$ cat src/rtl/tmr_pkg.sv
package tmr_pkg;

  typedef enum logic [2:0] {
    SRC_D512 = 3'd0,
    SRC_D256 = 3'd1,
    SRC_D64  = 3'd2,
    SRC_D8   = 3'd3,
    SRC_SYS  = 3'd4,
    SRC_SUB  = 3'd5,
    SRC_EXT  = 3'd6,
    SRC_OFF  = 3'd7
  } tmr_src_e;

  typedef struct packed {
    logic     wide;
    tmr_src_e src;
    logic     en;
    logic     ie;
  } tmr_ctrl_t;

  localparam int unsigned TMR_N_TAPS = 4;
  // power-of-two exponents of the prescaler taps, indexed by source code 0..3
  localparam int unsigned TMR_DIV_EXP [TMR_N_TAPS] = '{9, 8, 6, 3};

  localparam logic [1:0] ADDR_CTRL_A = 2'd0;
  localparam logic [1:0] ADDR_CTRL_B = 2'd1;
  localparam logic [1:0] ADDR_DATA_A = 2'd2;
  localparam logic [1:0] ADDR_DATA_B = 2'd3;

  function automatic logic pick_tick(input tmr_src_e s,
                                     input logic [TMR_N_TAPS-1:0] taps,
                                     input logic sub_p,
                                     input logic ext_p);
    logic t;
    case (s)
      SRC_D512, SRC_D256, SRC_D64, SRC_D8: t = taps[s[1:0]];
      SRC_SYS: t = 1'b1;
      SRC_SUB: t = sub_p;
      SRC_EXT: t = ext_p;
      default: t = 1'b0;
    endcase
    return t;
  endfunction

endpackage

$ cat src/rtl/tmr_prescaler.sv
module tmr_prescaler
  import tmr_pkg::*;
#(
  parameter int unsigned PRE_W = 9
) (
  input  logic                  clk,
  input  logic                  rst_n,
  output logic [TMR_N_TAPS-1:0] tap_o
);

  logic [PRE_W-1:0] cnt_q, cnt_d;

  always_comb cnt_d = cnt_q + 1'b1;

  always_ff @(posedge clk or negedge rst_n) begin
    if (!rst_n) cnt_q <= '0;
    else        cnt_q <= cnt_d;
  end

  // a tap fires on the last state of its low-order bit group
  for (genvar i = 0; i < TMR_N_TAPS; i++) begin : g_tap
    localparam int unsigned E = TMR_DIV_EXP[i];
    assign tap_o[i] = &cnt_q[E-1:0];
  end

endmodule

$ cat src/rtl/tmr_edge_sync.sv
module tmr_edge_sync #(
  parameter int unsigned STAGES = 2
) (
  input  logic clk,
  input  logic rst_n,
  input  logic async_i,
  output logic pulse_o
);

  logic [STAGES-1:0] sh_q, sh_d;
  logic              prev_q, prev_d;

  always_comb begin
    sh_d   = {sh_q[STAGES-2:0], async_i};
    prev_d = sh_q[STAGES-1];
  end

  always_ff @(posedge clk or negedge rst_n) begin
    if (!rst_n) begin
      sh_q   <= '0;
      prev_q <= 1'b0;
    end else begin
      sh_q   <= sh_d;
      prev_q <= prev_d;
    end
  end

  assign pulse_o = sh_q[STAGES-1] & ~prev_q;


  pulse_single_chk: assert property (@(posedge clk) disable iff (!rst_n)
    pulse_o |=> !pulse_o);

endmodule

$ cat src/rtl/tmr_counter.sv
module tmr_counter #(
  parameter int unsigned W = 8
) (
  input  logic         clk,
  input  logic         rst_n,
  input  logic         clr_i,
  input  logic         inc_i,
  output logic [W-1:0] cnt_o
);

  logic [W-1:0] cnt_q, cnt_d;

  always_comb begin
    cnt_d = cnt_q;
    if (clr_i)      cnt_d = '0;
    else if (inc_i) cnt_d = cnt_q + 1'b1;
  end

  always_ff @(posedge clk or negedge rst_n) begin
    if (!rst_n) cnt_q <= '0;
    else        cnt_q <= cnt_d;
  end

  assign cnt_o = cnt_q;


  cnt_step_chk: assert property (@(posedge clk) disable iff (!rst_n)
    (inc_i && !clr_i) |=> (cnt_o == $past(cnt_o) + 1'b1));


  cnt_clear_chk: assert property (@(posedge clk) disable iff (!rst_n)
    clr_i |=> (cnt_o == '0));

endmodule

$ cat src/rtl/split_interval_timer.sv
module split_interval_timer
  import tmr_pkg::*;
#(
  parameter int unsigned DATA_W      = 8,
  parameter int unsigned SYNC_STAGES = 2
) (
  input  logic              clk,
  input  logic              rst_n,
  input  logic              sub_clk_i,
  input  logic              ext_clk_i,
  input  logic              reg_wr_i,
  input  logic [1:0]        reg_addr_i,
  input  logic [DATA_W-1:0] reg_wdata_i,
  output logic [DATA_W-1:0] reg_rdata_o,
  output logic              irq_a_o,
  output logic              irq_b_o
);

  localparam int unsigned N_CH   = 2;
  localparam int unsigned WIDE_W = N_CH * DATA_W;
  localparam int unsigned PRE_W  = TMR_DIV_EXP[0];

  // reset: asserted asynchronously, released on a clock edge
  logic [1:0] rst_sync_q;
  logic       rst_n_i;

  always_ff @(posedge clk or negedge rst_n) begin
    if (!rst_n) rst_sync_q <= 2'b00;
    else        rst_sync_q <= {rst_sync_q[0], 1'b1};
  end
  assign rst_n_i = rst_sync_q[1];

  // tick sources
  logic [TMR_N_TAPS-1:0] taps;
  logic [1:0]            async_in, async_pulse;

  tmr_prescaler #(.PRE_W(PRE_W)) u_pre (
    .clk(clk), .rst_n(rst_n_i), .tap_o(taps)
  );

  assign async_in = {ext_clk_i, sub_clk_i};

  for (genvar s = 0; s < 2; s++) begin : g_sync
    tmr_edge_sync #(.STAGES(SYNC_STAGES)) u_sync (
      .clk(clk), .rst_n(rst_n_i), .async_i(async_in[s]), .pulse_o(async_pulse[s])
    );
  end

  // register state
  tmr_ctrl_t   ctrl_q [N_CH];
  tmr_ctrl_t   ctrl_d [N_CH];
  logic [DATA_W-1:0] data_q [N_CH];
  logic [DATA_W-1:0] data_d [N_CH];
  logic [N_CH-1:0]   pend_q, pend_d;

  logic [N_CH-1:0]   wr_ctrl, wr_data, tick, step, hit, sw_clr, clr, inc;
  logic [DATA_W-1:0] cnt [N_CH];
  logic [N_CH-1:0]   match8;
  logic              joined, match16;

  assign joined  = ctrl_q[0].wide;
  assign match16 = ({cnt[1], cnt[0]} == {data_q[1], data_q[0]});

  for (genvar i = 0; i < N_CH; i++) begin : g_dec
    assign wr_ctrl[i] = reg_wr_i && (reg_addr_i == (ADDR_CTRL_A + 2'(i)));
    assign wr_data[i] = reg_wr_i && (reg_addr_i == (ADDR_DATA_A + 2'(i)));
    assign tick[i]    = pick_tick(ctrl_q[i].src, taps, async_pulse[0], async_pulse[1]);
    assign match8[i]  = (cnt[i] == data_q[i]);
  end

  // counting control
  always_comb begin
    step[0]   = tick[0] & ctrl_q[0].en;
    step[1]   = ~joined & tick[1] & ctrl_q[1].en;
    hit[0]    = step[0] & (joined ? match16 : match8[0]);
    hit[1]    = step[1] & match8[1];
    sw_clr[0] = wr_ctrl[0] & reg_wdata_i[3];
    sw_clr[1] = wr_ctrl[1] & reg_wdata_i[3] & ~joined;
    clr[0]    = sw_clr[0] | hit[0];
    inc[0]    = step[0] & ~hit[0];
    if (joined) begin
      clr[1] = clr[0];
      inc[1] = inc[0] & (&cnt[0]);
    end else begin
      clr[1] = sw_clr[1] | hit[1];
      inc[1] = step[1] & ~hit[1];
    end
  end

  for (genvar i = 0; i < N_CH; i++) begin : g_cnt
    tmr_counter #(.W(DATA_W)) u_cnt (
      .clk(clk), .rst_n(rst_n_i), .clr_i(clr[i]), .inc_i(inc[i]), .cnt_o(cnt[i])
    );
  end

  // register next state
  always_comb begin
    for (int i = 0; i < N_CH; i++) begin
      ctrl_d[i] = ctrl_q[i];
      data_d[i] = data_q[i];
      if (wr_ctrl[i]) begin
        ctrl_d[i].wide = reg_wdata_i[7];
        ctrl_d[i].src  = tmr_src_e'(reg_wdata_i[6:4]);
        ctrl_d[i].en   = reg_wdata_i[2];
        ctrl_d[i].ie   = reg_wdata_i[1];
      end
      if (wr_data[i]) data_d[i] = reg_wdata_i;
      // hardware set outranks a clearing write
      pend_d[i] = hit[i] | (pend_q[i] & ~(wr_ctrl[i] & ~reg_wdata_i[0]));
    end
  end

  always_ff @(posedge clk or negedge rst_n_i) begin
    if (!rst_n_i) begin
      for (int i = 0; i < N_CH; i++) begin
        ctrl_q[i] <= '0;
        data_q[i] <= '0;
      end
      pend_q <= '0;
    end else begin
      for (int i = 0; i < N_CH; i++) begin
        ctrl_q[i] <= ctrl_d[i];
        data_q[i] <= data_d[i];
      end
      pend_q <= pend_d;
    end
  end

  // read path
  always_comb begin
    case (reg_addr_i)
      ADDR_CTRL_A: reg_rdata_o = {ctrl_q[0].wide, ctrl_q[0].src, 1'b0,
                                  ctrl_q[0].en, ctrl_q[0].ie, pend_q[0]};
      ADDR_CTRL_B: reg_rdata_o = {ctrl_q[1].wide, ctrl_q[1].src, 1'b0,
                                  ctrl_q[1].en, ctrl_q[1].ie, pend_q[1]};
      ADDR_DATA_A: reg_rdata_o = data_q[0];
      default:     reg_rdata_o = data_q[1];
    endcase
  end

  assign irq_a_o = ctrl_q[0].ie & pend_q[0];
  assign irq_b_o = ~joined & ctrl_q[1].ie & pend_q[1];


  pend_wr1_chk: assert property (@(posedge clk) disable iff (!rst_n_i)
    (wr_ctrl[0] && reg_wdata_i[0] && pend_q[0]) |=> pend_q[0]);


  pend_clr_chk: assert property (@(posedge clk) disable iff (!rst_n_i)
    (wr_ctrl[0] && !reg_wdata_i[0] && !hit[0]) |=> !pend_q[0]);


  src_off_chk: assert property (@(posedge clk) disable iff (!rst_n_i)
    (ctrl_q[0].src == SRC_OFF && !sw_clr[0]) |=> $stable(cnt[0]));


  wrap_chk: assert property (@(posedge clk) disable iff (!rst_n_i)
    (hit[0] && !joined) |=> (cnt[0] == '0 && pend_q[0]));


  wide_b_quiet_chk: assert property (@(posedge clk) disable iff (!rst_n_i)
    (joined && !pend_q[1]) |=> !pend_q[1]);


  irq_gate_chk: assert property (@(posedge clk) disable iff (!rst_n_i)
    $rose(irq_a_o) |-> pend_q[0]);

endmodule

$ cat config.mk
export PLATFORM = sky130hd
export DESIGN_NAME = split_interval_timer
export DESIGN_NICKNAME = d
export VERILOG_FILES = /design/src/rtl/tmr_pkg.sv /design/src/rtl/tmr_prescaler.sv /design/src/rtl/tmr_edge_sync.sv /design/src/rtl/tmr_counter.sv /design/src/rtl/split_interval_timer.sv
export SDC_FILE = /design/constraint.sdc
export NUM_CORES = 1
export LEC_CHECK = 0
export BUFFER_PORTS_ARGS = -buffer_cell sky130_fd_sc_hd__buf_4
export CAP_MARGIN = 20
export CORE_MARGIN = 2
export CORE_UTILIZATION = 45
export DETAILED_ROUTE_END_ITERATION = 7
export PLACE_DENSITY = 0.62
export SLEW_MARGIN = 20
export SYNTH_ARGS = -nofsm -noshare
export SYNTH_HDL_FRONTEND = slang
export SYNTH_HIERARCHICAL = 1
export SYNTH_SLANG_ARGS = --single-unit
$ cat constraint.sdc
create_clock -name clk -period 4.2 [get_ports clk]
set_clock_uncertainty 0.05 [all_clocks]
set_input_delay 1.26 -clock clk [delete_from_list [all_inputs] [get_ports clk]]
set_output_delay 1.26 -clock clk [all_outputs]
set_load 0.02 [all_outputs]
==> summary.md, run 1 <==
* 0 — count of final max-slew check failures
* yes — TritonCTS clock tree
* register to register — path category of the worst min-delay check
* 28.2% — fraction of final layout cells with drive strength greater than 1
* 87.2 um — Die W
* 0 — hold buffers post-CTS
* 0 — # Max-Cap Violations
* 18.3% — overall routing resource usage
* 595 — total of fill cells in the finished design
* input pin — Worst setup SP type
* 80 ps — register clock-pin slew on the reported worst setup and hold paths
* 0 — sum of overflow across all layers after global routing
* 350 ps — clock latency reported for the late side of the worst-skew pair
* 207 um — Met3 Routed Length
* 47.9% — slew margin rel.
* 0 — # Post-CTS Setup Buffers
* 50.6% — sequential-to-total area share from yosys stat
* 2850 um — detailed-routed wire length on met2
* 4 — first drt pass iteration count
* 0.831 — final weighted congestion in routability-driven placement
* 0 — antenna violations before repair
* 63 — CTS sink cnt
* 40 — count of different cell masters after synthesis
* 4340 um — estimated wirelength of the detail-placed design
* 16.6 um — wire length per cell after detailed routing
* 1720 uW — overall power consumption
* 2 — clock tree buffer depth
* 0 — cts repair resizes
* input pin to output port — critical setup path kind
* 7600 um^2 — die outline area
* completed — outcome
* 1976 — number of global-route vias before repair
* 30 — Row Count
* output port — Setup crit end kind
* 6760 um^2 — Placeable Area
* dfrtp_1 — most frequent cell after synthesis
* 46.1% — effective utilization at floorplan
* 0 — Setup violations, final
* 0 — endpoints failing hold
* 133 — number of DRC violations after detailed-routing iteration 0
* 2890 ps — worst endpoint required time
* 24 — count of input and output buffers
* 53.3% — utilization after layout
* false — RSZ-0062 raised after global routing
* dfrtp_1 — Yosys top cell by area
* 6260 um — total wirelength of the detailed-routed design
* 63 — synthesized flop and latch total
* 6 — count of yosys warnings during synthesis
* 11.9 um^2 — mean instance size in the synthesized netlist
* 282 MHz — Fmax achieved
* 0 — number of design rule violations left after detail routing
* 782 ps — worst slew pin tran
* 313 — number of nets in the finished design
* clkbuf_8 — CTS root buf
* 3 — maximum level of the CTS H-tree
* 3550 ps — Period minus WS final
* 5.50 — via density per instance
* 0 — number of enable flip-flop cells after synthesis
* 0 ps — setup_tns
* 9 — clock buffers created by TritonCTS
* 12 — largest driver fanout on the critical path
* 3380 um^2 — Cell Area, Placed
* 50.6% — area share of the largest cell type after synthesis
* dfrtp_1 — dominant register cell in the synthesized netlist
* 100% — share of async-settable or async-resettable flops after synthesis
* 63 x dfrtp_1, 33 x nand2_1, 23 x mux2_2 — top cell types by occurrence after synthesis
* 3120 um — Post-Route M1 WL
* 3600 um^2 — area of all placed cells without fillers
* 10300 um — first-pass GRT wire length
* 62 — largest net degree at the start of global routing
* 0 — antenna fix cells
* 281 — Synth Net Count
* 15.7% — layout overhead on the synthesized area
* 2240 ps — critical path arrival
* 261 — cells after synthesis
* met4 — highest routing layer actually used
* 87.2 um — Die Y-Extent
* 2079 — count of vias placed by the detailed router
* 0.00162 uW — Lkg Pwr
* 477 nW/um^2 — total power density per cell area
* 0 — count of nets left with antenna violations after detail routing
* 84.5% — post-route clock period utilization
* 3120 um^2 — post-synthesis cell area
* 25 — I/O pins
* dfrtp_1 51%, mux2_2 8.3%, xor2_1 4.8% — biggest area contributors in the synthesized netlist
* 0.196 mV — Peak supply drop
area by class of cell:
class | count | area, um^2 | share of cell area (%)
flip-flops and latches | 63 | 1580 | 43.8
multi-input cells | 188 | 1480 | 41.1
repair buffers | 27 | 203 | 5.62
clock buffers | 9 | 124 | 3.44
clock inverters | 7 | 103 | 2.85
well taps | 80 | 100 | 2.78
inverters | 4 | 15.0 | 0.417
per-stage QoR:
step,worst slack [ps],hold WS [ps],cells
after detailed placement,631,288,362
after floorplan,780,281,261
final,649,304,378
after global routing,531,309,378
after global placement,649,283,362
after CTS,630,307,378
critical path, stage by stage:
cell and delay (ps):
buf_4 220, mux4_1 580, buf_4 170
layout by cell type, fill, tap and decap left out, drive strengths merged, types with 2 or more instances in the layout:
cell type  instances
dfrtp             63
nand2             33
buf               27
mux2              23
xor2              17
nor2              14
xnor2             12
o21ai             10
clkbuf             9
a21oi              8
nand4              8
nand3              8
or3                7
mux4               7
inv                7
nor2b              6
ha                 5
and3               5
mux2i              4
nor4b              3
o22ai              2
nor4               2
nand3b             2
and2               2
bufinv             2
o2111ai            2
nor3b              2
registers in the layout, summed over array words and instances, names as in the netlist:
register / flops
rst_sync_q: 2
u_pre/cnt_q: 9
pend_q: 2
g_sync.u_sync/prev_q: 2
g_sync.u_sync/sh_q: 4
data_q: 16
g_cnt.u_cnt/cnt_o: 16
joined: 1
ctrl_q: 11
per-layer routing:
| layer | vias to the layer above | global-route usage, % |
|---|---|---|
| met5 | - | 0 |
| met4 | 0 | 7.13 |
| met3 | 7 | 4.08 |
| met2 | 32 | 26.4 |
| met1 | 1046 | 26.9 |
| li1 | 994 | - |
kinds of logic after synthesis:
| family | share of synthesized area [%] |
|---|---|
| flops | 50.6 |
| mux | 14.8 |
| compound gates | 5.94 |
| other cells | 0.120 |
| fa+ha+maj | 2.01 |
| buf+inv | 1.85 |
| simple gates | 16.5 |
| xor+xnor | 8.15 |
final timing paths:
| kind | from | end | slack (ps) | cells after the start |
|---|---|---|---|---|
| worst max register to register | u_pre/cnt_q[0] | g_cnt[1].u_cnt/cnt_o[5] | 860 | 13 |
| worst min register to register | g_sync[0].u_sync/sh_q[0] | g_sync[0].u_sync/sh_q[1] | 300 | 0 |
| worst max-delay path | reg_addr_i[0] | reg_rdata_o[4] | 650 | 3 |
| max in group asynchronous | rst_sync_q[1] | g_cnt[0].u_cnt/cnt_o[1] | 3200 | 1 |
| worst min-delay path | g_sync[0].u_sync/sh_q[0] | g_sync[0].u_sync/sh_q[1] | 300 | 0 |
| min in group asynchronous | rst_sync_q[1] | data_q[13] | 380 | 1 |
power breakdown:
part           leakage (uW)  switching [uW]  internal, uW
Combinational      0.000722             147           169
Sequential         0.000790             114           685
Clock              0.000111             265           341
(Power assumes the default switching activity.)
==> run 2, diff against run 1 <==
- clock period: 4.2 -> 3.6 ns (I/O delays scaled with it)
==> summary.md, run 2 (same netlist as run 1, synthesis figures left out) <==
* completed — outcome
* 2 — Buffers & Inverters on Critical Path, unchanged
* 0 — cts repair resizes, unchanged
* yes — TritonCTS clock tree
* input pin to output port — critical setup path kind
* 367 — placed cell count, +1.4%
* 603 — total of fill cells in the finished design, +1.3%
* buf_4 -> mux4_1 -> buf_4 — CP Cell Sequence
* 5.53 — via density per instance, +0.55%
* 309 ps — final hold slack, +4.76 ps
* 0.322 mV — Peak supply drop, +65%
* 0.773 — final weighted congestion in routability-driven placement, -7.0%
* 3200 ps — Period minus WS final
* 63 — CTS sink cnt, unchanged
* dfrtp_1 — most common library cell in the layout ignoring fill and taps
* 13 — path depth of the worst reg2reg path, unchanged
* 4 — first drt pass iteration count, unchanged
* 87.2 um — Die Y-Extent, unchanged
* 312 MHz — Fmax achieved
* 2470 ps — worst endpoint required time, -420 ps
* 25 — I/O pins, unchanged
* 380 ps — Worst Setup Slack post-DPL, -252 ps
* 0 — count of final max-slew check failures, unchanged
* 9 — clock buffers created by TritonCTS, unchanged
* mux4_1 — Slowest-stage cell, CP
* buf_4 — cell seen most often among critical-path stages
* 88.9% — post-route clock period utilization
* 90 — number of DRC violations after detailed-routing iteration 0, -32%
* 410 ps — minimum setup slack among reg-to-reg paths, -450 ps
* 0 — antenna fix cells, unchanged
* rst_sync_q[1] — Hold EP
* 1580 um^2 — area taken by flip-flops and latches, unchanged
* 0 — hold buffers post-CTS, unchanged
* 87.2 um — Die W, unchanged
* 43.1% — slew margin rel., -4.8 points
* 853 ps — worst slew pin tran, +71.3 ps
* 0 — Setup violations, final, unchanged
* 3 — maximum level of the CTS H-tree, unchanged
* 0 — antenna violations before repair, unchanged
* output port — Setup crit end kind
* clkbuf_8 — CTS root buf
* multiplexers — family with the most delay on the worst path
* 0 — endpoints failing hold, unchanged
* 12 — largest driver fanout on the critical path, unchanged
* 19.5% — overall routing resource usage, +1.2 points
* 0 — count of nets left with antenna violations after detail routing, unchanged
* u_pre/cnt_q[0] — launch point of the worst reg-to-reg path
* 2020 uW — overall power consumption, +17%
* 0 — number of design rule violations left after detail routing, unchanged
* 2 — clock tree buffer depth, unchanged
* input pin — Worst setup SP type
* 30 — Row Count, unchanged
* 0 — # Post-CTS Setup Buffers, unchanged
* register to register — path category of the worst min-delay check
* 590 ps — largest stage delay on the critical path, about the same
* 3270 um — Post-Route M1 WL, +4.7%
* 6690 um — total wirelength of the detailed-routed design, +6.8%
* 2071 — number of global-route vias before repair, +4.8%
* 6760 um^2 — Placeable Area, unchanged
* 0 — # Max-Cap Violations, unchanged
* 24 — count of input and output buffers, unchanged
* 2070 ps — critical path arrival, -170 ps
* 1480 um^2 — area of combinational cells with multiple inputs, unchanged
* 350 ps — clock latency reported for the late side of the worst-skew pair, about the same
* g_cnt[1].u_cnt/cnt_o[5] — worst reg2reg endpoint
* 10800 um — first-pass GRT wire length, +5.3%
* 16.9% — layout overhead on the synthesized area
* 0 — WHS Path Cells, unchanged
* 29.4% — fraction of final layout cells with drive strength greater than 1, +1.2 points
* 318 — number of nets in the finished design, +1.6%
* 398 ps — Setup WS post-layout, -251 ps
* rst_sync_q[0] — worst min-delay path startpoint
* 226 um — Met3 Routed Length, +9.2%
* false — RSZ-0062 raised after global routing
* 7600 um^2 — die outline area, unchanged
* 0.00165 uW — Lkg Pwr, +1.6%
* 383 — final non-filler cell total, +1.3%
* met4 — highest routing layer actually used
* 41 — largest net degree at the start of global routing, -34%
* 2118 — count of vias placed by the detailed router, +1.9%
* 4840 um — estimated wirelength of the detail-placed design, +12%
* 0 ps — setup_tns, unchanged
* 80 ps — register clock-pin slew on the reported worst setup and hold paths, about the same
* 3020 um — detailed-routed wire length on met2, +6.1%
* 0 — sum of overflow across all layers after global routing, unchanged
* 555 nW/um^2 — total power density per cell area, +16%
* 62 x dfrtp_1, 33 x nand2_1, 32 x buf_4, 23 x mux2_2, 17 x xor2_1 — top library cells by usage in the layout, fill and taps aside
* 46.1% — effective utilization at floorplan, unchanged
* 17.5 um — wire length per cell after detailed routing, +5.5%
run 2: cell types whose count changed in the layout (fill, tap and decap cells not counted), sizes merged:
cell  before  now
buf       27   32
run 2: report_power, final:
part           leakage [uW]  internal (uW)  switching, uW  total [uW]
clock network      0.000111            398            307         705
logic              0.000747            203            170         373
registers          0.000790            799            145         944
run 2: per-stage QoR:
step | utilization, % | instance area (um^2)
detailed placement | 50.5 | 3410
global placement | 50.5 | 3410
floorplan | - | 3120
finish | 53.9 | 3640
CTS | 53.9 | 3640
global route | 53.9 | 3640
run 2: worst max-delay path by stage:
stage	from	end	slack (ps)	depth (start not counted)
CTS	reg_addr_i[0]	reg_rdata_o[4]	380	3
detailed placement	reg_addr_i[0]	reg_rdata_o[4]	380	3
finish	reg_addr_i[0]	reg_rdata_o[4]	400	3
global placement	reg_addr_i[0]	reg_rdata_o[4]	370	3
global route	u_pre/cnt_q[0]	g_cnt[1].u_cnt/cnt_o[5]	150	13
floorplan	reg_addr_i[0]	reg_rdata_o[4]	540	2
run 2: area by class of cell:
cell class | instances | area share, %
Sequential cell | 63 | 43.3
Clock buffer | 9 | 3.40
Multi-Input combinational cell | 188 | 40.7
Clock inverter | 7 | 2.82
Timing Repair Buffer | 32 | 6.60
Inverter | 4 | 0.412
Tap cell | 80 | 2.75
run 2: routing by layer:
metal	vias up	GRT usage, %
met5	-	0
met4	0	11.7
met3	12	3.41
met2	47	27.1
met1	1055	28.5
li1	1004	-
